`config.mk`:
```
export PLATFORM = sky130hd
export DESIGN_NAME = mpg_top
export DESIGN_NICKNAME = d
export VERILOG_FILES = /design/src/rtl/mpg_pkg.sv /design/src/rtl/mpg_seq.sv /design/src/rtl/mpg_decode.sv /design/src/rtl/mpg_ovl_mon.sv /design/src/rtl/mpg_top.sv
export SDC_FILE = /design/constraint.sdc
export NUM_CORES = 1
export LEC_CHECK = 0
export ABC_AREA = 1
export BUFFER_PORTS_ARGS = -buffer_cell sky130_fd_sc_hd__buf_2
export CAP_MARGIN = 10
export CORE_MARGIN = 2
export CORE_UTILIZATION = 55
export DETAILED_ROUTE_END_ITERATION = 10
export PLACE_DENSITY = 0.81
export SYNTH_ARGS = -nofsm -noshare
export SYNTH_HDL_FRONTEND = slang
export SYNTH_HIERARCHICAL = 1
export SYNTH_SLANG_ARGS = --single-unit
```
`constraint.sdc`:
```
create_clock -name clk_i -period 1.81 [get_ports clk_i]
set_clock_uncertainty 0.1 [all_clocks]
set_input_delay 0.362 -clock clk_i [delete_from_list [all_inputs] [get_ports clk_i]]
set_output_delay 0.362 -clock clk_i [all_outputs]
set_load 0.01 [all_outputs]
```
`src/rtl/mpg_pkg.sv`:
```
package mpg_pkg;
    typedef enum logic [1:0] {
        MPG_IDLE  = 2'd0,
        MPG_RUN   = 2'd1,
        MPG_DRAIN = 2'd2
    } mpg_state_e;
endpackage

```
`src/rtl/mpg_seq.sv`:
```
module mpg_seq
    import mpg_pkg::*;
#(
    parameter int NP = 4,
    parameter int CW = $clog2(2 * NP)
) (
    input  logic          clk_i,
    input  logic          rst_i,
    input  logic          en_i,
    output mpg_state_e    state_o,
    output logic [CW-1:0] cnt_o,
    output logic          first_o
);
    localparam logic [CW-1:0] PER_LAST  = CW'(2 * NP - 1);
    localparam logic [CW-1:0] TAIL_LAST = CW'(NP - 3);

    mpg_state_e    state_q, state_d;
    logic [CW-1:0] cnt_q, cnt_d;
    logic          first_q, first_d;

    always_ff @(posedge clk_i) begin
        if (rst_i) begin
            state_q <= MPG_IDLE;
            cnt_q   <= '0;
            first_q <= 1'b0;
        end else begin
            state_q <= state_d;
            cnt_q   <= cnt_d;
            first_q <= first_d;
        end
    end

    always_comb begin
        state_d = state_q;
        cnt_d   = cnt_q;
        first_d = first_q;
        unique case (state_q)
            MPG_IDLE: begin
                if (en_i) begin
                    state_d = MPG_RUN;
                    cnt_d   = '0;
                    first_d = 1'b1;
                end
            end
            MPG_RUN: begin
                if (cnt_q == PER_LAST) begin
                    cnt_d   = '0;
                    first_d = 1'b0;
                    state_d = en_i ? MPG_RUN : MPG_DRAIN;
                end else begin
                    cnt_d = cnt_q + 1'b1;
                end
            end
            MPG_DRAIN: begin
                if (cnt_q == TAIL_LAST) begin
                    state_d = MPG_IDLE;
                    cnt_d   = '0;
                end else begin
                    cnt_d = cnt_q + 1'b1;
                end
            end
            default: begin
                state_d = MPG_IDLE;
                cnt_d   = '0;
                first_d = 1'b0;
            end
        endcase
    end

    assign state_o = state_q;
    assign cnt_o   = cnt_q;
    assign first_o = first_q;
endmodule

```
`src/rtl/mpg_decode.sv`:
```
module mpg_decode
    import mpg_pkg::*;
#(
    parameter int NP = 4,
    parameter int CW = $clog2(2 * NP)
) (
    input  logic          clk_i,
    input  logic          rst_i,
    input  mpg_state_e    state_i,
    input  logic [CW-1:0] cnt_i,
    input  logic          first_i,
    output logic [NP-1:0] ph_d_o,
    output logic [NP-1:0] ph_q_o,
    output logic          start_q_o
);
    logic [NP-1:0] ph_d;
    logic          start_d;

    always_comb begin
        ph_d = '0;
        for (int k = 0; k < NP; k++) begin
            int c;
            int d;
            c = int'(cnt_i);
            d = (c >= 2 * k) ? (c - 2 * k) : (c + 2 * NP - 2 * k);
            unique case (state_i)
                MPG_RUN:   ph_d[k] = (d < NP) && !(first_i && (c < 2 * k));
                MPG_DRAIN: ph_d[k] = (c + 2 * NP) < (2 * k + NP);
                default:   ph_d[k] = 1'b0;
            endcase
        end
        start_d = (state_i == MPG_RUN) && (cnt_i == '0);
    end

    always_ff @(posedge clk_i) begin
        if (rst_i) begin
            ph_q_o    <= '0;
            start_q_o <= 1'b0;
        end else begin
            ph_q_o    <= ph_d;
            start_q_o <= start_d;
        end
    end

    assign ph_d_o = ph_d;
endmodule

```
`src/rtl/mpg_ovl_mon.sv`:
```
module mpg_ovl_mon #(
    parameter int NP = 4
) (
    input  logic          clk_i,
    input  logic          rst_i,
    input  logic [NP-1:0] ph_d_i,
    input  logic [NP-1:0] ph_q_i,
    input  logic          first_i,
    output logic          fault_o
);
    logic bad;

    always_comb begin
        bad = 1'b0;
        for (int k = 0; k < NP; k++) begin
            if (ph_d_i[k] && !ph_q_i[k] && !ph_d_i[(k + NP - 1) % NP]
                && !(k == 0 && first_i)) begin
                bad = 1'b1;
            end
        end
    end

    always_ff @(posedge clk_i) begin
        if (rst_i) fault_o <= 1'b0;
        else       fault_o <= fault_o | bad;
    end
endmodule

```
`src/rtl/mpg_top.sv`:
```
module mpg_top
    import mpg_pkg::*;
#(
    parameter int NUM_PH = 4
) (
    input  logic              clk_i,
    input  logic              rst_i,
    input  logic              en_i,
    output logic [NUM_PH-1:0] phase_o,
    output logic              start_o,
    output logic              ovl_fault_o
);
    localparam int CW = $clog2(2 * NUM_PH);

    if (NUM_PH < 3 || NUM_PH > 6) begin : g_bad_np
        $error("mpg_top: NUM_PH must lie in 3..6");
    end

    mpg_state_e        state;
    logic [CW-1:0]     cnt;
    logic              first;
    logic [NUM_PH-1:0] ph_d;

    mpg_seq #(.NP(NUM_PH), .CW(CW)) u_seq (
        .clk_i   (clk_i),
        .rst_i   (rst_i),
        .en_i    (en_i),
        .state_o (state),
        .cnt_o   (cnt),
        .first_o (first)
    );

    mpg_decode #(.NP(NUM_PH), .CW(CW)) u_dec (
        .clk_i     (clk_i),
        .rst_i     (rst_i),
        .state_i   (state),
        .cnt_i     (cnt),
        .first_i   (first),
        .ph_d_o    (ph_d),
        .ph_q_o    (phase_o),
        .start_q_o (start_o)
    );

    mpg_ovl_mon #(.NP(NUM_PH)) u_mon (
        .clk_i   (clk_i),
        .rst_i   (rst_i),
        .ph_d_i  (ph_d),
        .ph_q_i  (phase_o),
        .first_i (first),
        .fault_o (ovl_fault_o)
    );
endmodule

```
Word level (Yosys, flattened, before mapping)
Index checks and enable logic that the tools add are counted.

storage, ports and cells
  word-level logic and storage cells = 91
  memories kept = 0
  RAM bits = 0
  bits in read-only memories = 0
  input bits = 3
  bits in registers = 12
  latch bits = 0

operators by class
  multiply operators = 0
  equality and inequality tests = 7
  divide/modulo/power cells = 0
  add/sub/neg operators = 8
  $lt $le $gt $ge = 13
  shift-type cells = 0
  reductions and logical operators = 32
  mux-type cells = 23
  bitwise gates (word level) = 2

operator list
  operator                 count
  $lt A32 B4 Y1 const B    5
  $mux W32                 3
  $lt A32 B5 Y1 const B    2
  $sub A32 B4 Y32 const B  2
  $sub A32 B3 Y32 const B  1
  $logic_and A1 B1 Y1      16
  $logic_not A1 Y1         12
  $mux W3                  3
  $pmux W3 S3              1
  $mux W2                  4
  $pmux W1 S2              4
  $sub A3 B3 Y4 const B    2
  $ge A3 B3 Y1 const B     2
  $lt A3 B3 Y1 const B     2
  $mux W1                  6
  $ne A2 B2 Y1 const B     3
  $pmux W2 S3              1
  $reduce_and A3 Y1        2
  $add A3 B4 Y5 const B    1
  $sub A3 B2 Y4 const B    1
  $add A3 B1 Y3 const B    1
  $eq A3 B1 Y1 const B     1
  $eq A3 B3 Y1 const B     1
  $ge A3 B2 Y1 const B     1
  other kinds (8)          8

Longest topological paths before layout
  depth after elaboration = 14
  gate-level depth with buffers = 13
  gate-level depth less buffers = 13

Modules after synthesis
Netlist, hierarchy kept.

modules (own cells, without submodules)
  module       instances  seq. area each (sq um)  cells an instance  area an instance (sq um)
  mpg_seq      1          120.1                   61                 437.9
  mpg_decode   1          100.1                   35                 266.5
  mpg_ovl_mon  1          20.0                    16                 86.3

Least setup slack after synthesis
No wires, ideal clock.

  kind = register to register
  from = reg u_seq.cnt_q[1], in the netlist u_seq/cnt_o[1]
  to = reg u_mon.fault_o
  slack = 0.259 ns
  data arrival time = 1.339 ns
  clock period less this slack = 1.551 ns
  cell stages (with the launch flop) = 13
  library setup time = 0.111 ns
  cells stage by stage = dfxtp_1 -> inv_1 -> ha_1 -> nor2_2 -> nand2_1 -> nand2_1 -> nand2_2 -> inv_1 -> nor2_1 -> nand2_1 -> nand3_1 -> nor2_1 -> nor2_1

between the ends
  cells in the longest elaborated chain, start to end = 14
  elaborated cells on any way between the ends = 54
  classes of those cells = add/sub: 7; order compare: 13; mux: 11; bitwise: 1; reduce/logical: 22

ends and longest elaborated chain
  what                    line               text
  start, declared         mpg_seq.sv:18      logic [CW-1:0] cnt_q, cnt_d;
  start signal, assigned  mpg_seq.sv:28      cnt_q <= cnt_d;
  $add A3 B4 Y5           -
  $sub A32 B4 Y32         mpg_decode.sv:25   d = (c >= 2 * k) ? (c - 2 * k) : (c + 2 * NP - 2 * k);
  $mux W32                mpg_decode.sv:25
  $lt A32 B4 Y1           mpg_decode.sv:27   MPG_RUN: ph_d[k] = (d < NP) && !(first_i && (c < 2 * k));
  $logic_and A1 B1 Y1     mpg_decode.sv:27
  $pmux W1 S2 *           mpg_decode.sv:26   unique case (state_i)
  net ph_d[3]             mpg_top.sv:22      logic [NUM_PH-1:0] ph_d;
  $logic_not A1 Y1        mpg_ovl_mon.sv:16  if (ph_d_i[k] && !ph_q_i[k] && !ph_d_i[(k + NP - 1) % NP]
  $logic_and A1 B1 Y1     mpg_ovl_mon.sv:16
  $logic_and A1 B1 Y1     mpg_ovl_mon.sv:17  && !(k == 0 && first_i)) begin
  $mux W1 (3 in a row)    mpg_ovl_mon.sv:16
  $mux W1 *               mpg_ovl_mon.sv:16
  $or A1 B1 Y1 *          mpg_ovl_mon.sv:25  else fault_o <= fault_o | bad;
  end signal, assigned    mpg_ovl_mon.sv:25
  end, declared           mpg_ovl_mon.sv:9   output logic fault_o

The timed path passes the listed nets; every way through them passes the cells marked *.
A chain may end at the register's enable or synchronous reset.

Worst setup path after layout
  from = reg u_seq.state_q[0], in the netlist u_seq/state_o[0]
  to = reg u_mon.fault_o

between the ends
  cells in the longest elaborated chain, start to end = 10
  elaborated cells on any way between the ends = 24
  classes of those cells = eq/ne: 2; mux: 8; bitwise: 1; reduce/logical: 13

ends and longest elaborated chain
  what                                                 line               text
  start, declared                                      mpg_seq.sv:17      mpg_state_e state_q, state_d;
  start signal, assigned                               mpg_seq.sv:27      state_q <= state_d;
  $eq A2 B2 Y1 / $eq A2 B1 Y1 (equally long branches)  mpg_decode.sv:26
  $pmux W1 S2 *                                        mpg_decode.sv:26
  net ph_d[3]                                          mpg_top.sv:22
  $logic_not A1 Y1                                     mpg_ovl_mon.sv:16
  $logic_and A1 B1 Y1                                  mpg_ovl_mon.sv:16
  $logic_and A1 B1 Y1                                  mpg_ovl_mon.sv:17
  $mux W1 (3 in a row)                                 mpg_ovl_mon.sv:16
  $mux W1 *                                            mpg_ovl_mon.sv:16
  $or A1 B1 Y1 *                                       mpg_ovl_mon.sv:25

Marked as above.

==> results.md <==
- The largest net degree at the start of global routing is 11.
- The total CTS buffers is 3.
- The required time of the worst setup path is 1.87 ns.
- Timing would allow up to 660.2 MHz.
- The region available for standard cell placement spans 1318 um2.
- The clock sink count is 12.
- Of the cells placed in the final design, the portion with a size suffix greater than 1 is 0.2320.
- The post-synthesis register bit count is 12.
- After floorplanning, the core was divided into 13 placement rows.
- At the end of routability-driven placement, the weighted congestion stood at 0.7738.
- Along the worst path, the maximum fanout reaches 5.
- The effective utilization at floorplan is 0.6002.
- Setup violations remaining at the end of the flow were counted as 0.
- The worst pin sits at a relative slew slack of 0.8586.
- Dividing the final minimum period by the clock period gives 0.8369.
- The worst path in the final design needs a cycle of 1.515 ns, including I/O delays and setup.
- The hold violation count in the final report came to 0.
- The die is 41.92 um wide.
- The number of buffers added for setup after CTS is 0.
- The number of buffers added on ports is 8.
- The number of H-tree branching levels is 1.
- The top cell types in the final layout, fill and taps aside, are 28 x inv_1, 23 x nand2_1, 12 x dfxtp_1, 11 x ha_1, 8 x buf_2.
- After clock tree synthesis, the repair step resized 0 gates.
- For this design the static power due to leakage is 0.4718 nW.
- The area share of the largest cell type after synthesis is 0.3038.
- The number of global-route vias before repair was 650.
- The first-pass GRT wire length is 2311 um.
- The initial detailed-routing violation count is 7.
- The count of inserted antenna diode cells is 0.
- The DRC violation count after routing is 0.
- The most common cell after layout, fill and taps aside is inv_1.
- The number of buffers inserted for hold repair after clock tree synthesis is 0.
- The max-capacitance violation count is 0.
- Relative to the synthesized area, the layout overhead comes to 12.18%.
- Summed over all failing endpoints, the final setup total negative slack is 0 ns.
- Summed over all layers, the routed wires come to 1386 um.
- The number of nets still failing antenna checks after routing is 0.
- The tree is rooted in a clkbuf_4.
- Yosys attributes the largest share of cell area to dfxtp_1 30%, ha_1 17%, inv_1 13%.
- The number of max-slew violations in the final report is 0.
- Setup repair after global routing left no endpoint under its margin.
- In this run the vertical extent of the chip is 41.92 um.
- IR analysis of the VDD net gives a maximum drop of 883.1 uV.
- The type of the tightest min-delay check is in2reg.
- Summed over all layers, the global routing overflow is 0.
- In this run the count of I/O pins placed on the die edge is 9.
- Dividing total power by cell area gives a power density of 1342 nW/um2.
- The number of inserted filler cells in the final layout is 125.
- In the global route stage, overall resource usage came out at 0.1718.
- The multi-input combinational cells in the finished layout cover a total of 434.2 um2.
- The net count reported at finish is 141.
- Across the whole layout, storage elements account for 240.2 um2.
- The Yosys step of the flow raised 6 warnings.
- After technology mapping, the gate count stands at 112.
- The via count normalized by instance count is 4.971.
- The endpoint arrival time on the critical path is 1.58 ns.
- dfxtp_1 takes more of the synthesized area than any other cell.
- The setup path with the least slack is of type reg2reg.
- For this run, the detailed router's first-pass iteration total came to 4.
- The final core utilization is 0.6733.
- The clock transition at the registers of the reported paths is 0.07 ns.
- The post-DP HPWL is 1109 um.
- The proportion of synthesized chip area in sequential cells is 0.3038.
- The flow ran to the end, and the final reports show no timing, DRC or antenna violations.
- The clock tree from TritonCTS is done.
- The startpoint class of the critical path is a flip-flop.
- The later pin in the worst-skew pair is clocked with a latency of 0.27 ns.
- The number of antenna violations at the first check in global routing is 0.
- In this run the deepest clock path goes through 2 buffers.
- The measured slew at the worst slew-check pin is 0.2116 ns.
- The type of element capturing the critical path is a flip-flop.
- The number of different library cells used by synthesis comes to 18.
- The number of nets handed over by synthesis was 126.
- Dividing the detail-routed wire length by the instance count gives 9.900 um.
- The average instance in the mapped netlist occupies 7.060 um2.
- The synthesized cell area is 790.8 um2.
- The die covers 1757 um2.
- The routed layout has 696 vias.
==> logic make-up after synthesis <==
family	after synthesis	share of synthesized area
simple gates	49	0.3101
buf+inv	31	0.1471
flops	12	0.3038
compound gates	9	0.06487
fa+ha+maj	11	0.1740
==> worst max-delay path: stages (launching register included) <==
cell,delay [ns]
dfxtp_1,0.42
ha_1,0.23
inv_2,0.06
nor2_2,0.07
nand2_1,0.05
nand2_1,0.06
nand2_2,0.05
inv_1,0.06
nor2_1,0.04
nand2_1,0.06
nand3_1,0.07
nor2_1,0.09
nor2_1,0.04
==> power by group <==
part           switching (W)  internal (W)
Clock              0.0000855     0.0000770
Combinational       0.000412      0.000239
Sequential         0.0000522      0.000325
Total               0.000549      0.000641
==> through the flow <==
step           hold slack [ns]  instance area (um2)  cells  setup WS (ns)  total power, W
2_1_floorplan           0.3244                790.8    112         0.2592       0.0008972
3_3_place_gp            0.3776                864.6    137         0.3458        0.001000
3_5_place_dp            0.3951                864.6    137         0.3001        0.001032
4_1_cts                 0.2768                887.1    140         0.2901        0.001194
5_1_grt                 0.2835                887.1    140         0.1554        0.001300
6_report                0.2786                887.1    140         0.2953        0.001190
==> cell usage after synthesis <==
cell / number
inv_1: 28
nand2_1: 23
dfxtp_1: 12
ha_1: 11
nor2_1: 6
a21oi_1: 5
nand3_1: 5
nor2_2: 5
inv_2: 3
nand2_2: 3
nand4_1: 2
nor2_4: 2
o21ai_0: 2
a21oi_2: 1
nand3_2: 1
nor3_2: 1
o21bai_1: 1
or2_1: 1
==> sequential cells by signal, indices dropped and copies added, names as in the netlist <==
name,cells
u_seq/cnt_o,3
u_seq/state_o,2
u_mon/fault_o,1
u_dec/start_q_o,1
u_dec/ph_q_o,4
u_seq/first_o,1
==> metal layers <==
metal | GRT usage | share of wire | vias up
met2 | 0.3219 | 0.54 | 18
met4 | 0.1097 | 0.012 | 0
met1 | 0.1698 | 0.41 | 316
li1 | - | - | 360
met3 | 0.03043 | 0.038 | 2
met5 | 0 | 0 | -
==> final timing paths <==
path / from / endpoint / slack (ns) / depth (start not counted)
setup / recovery: u_seq/state_o[0]$_SDFFE_PP0P_ / u_mon/fault_o$_SDFF_PP0_ / 0.30 / 12
hold / removal: rst_i / u_seq/state_o[0]$_SDFFE_PP0P_ / 0.28 / 2
setup reg to reg: u_seq/state_o[0]$_SDFFE_PP0P_ / u_mon/fault_o$_SDFF_PP0_ / 0.30 / 12
hold reg to reg: u_seq/cnt_o[0]$_SDFFE_PP0P_ / u_dec/start_q_o$_SDFF_PP0_ / 0.40 / 1
==> cell type report <==
class	instances	share of cell area
Timing Repair Buffer	10	0.06206
Clock buffer	3	0.02539
Multi-Input combinational cell	69	0.4894
Inverter	31	0.1312
Sequential cell	12	0.2708
Tap cell	15	0.02116
(Power assumes the default switching activity.)
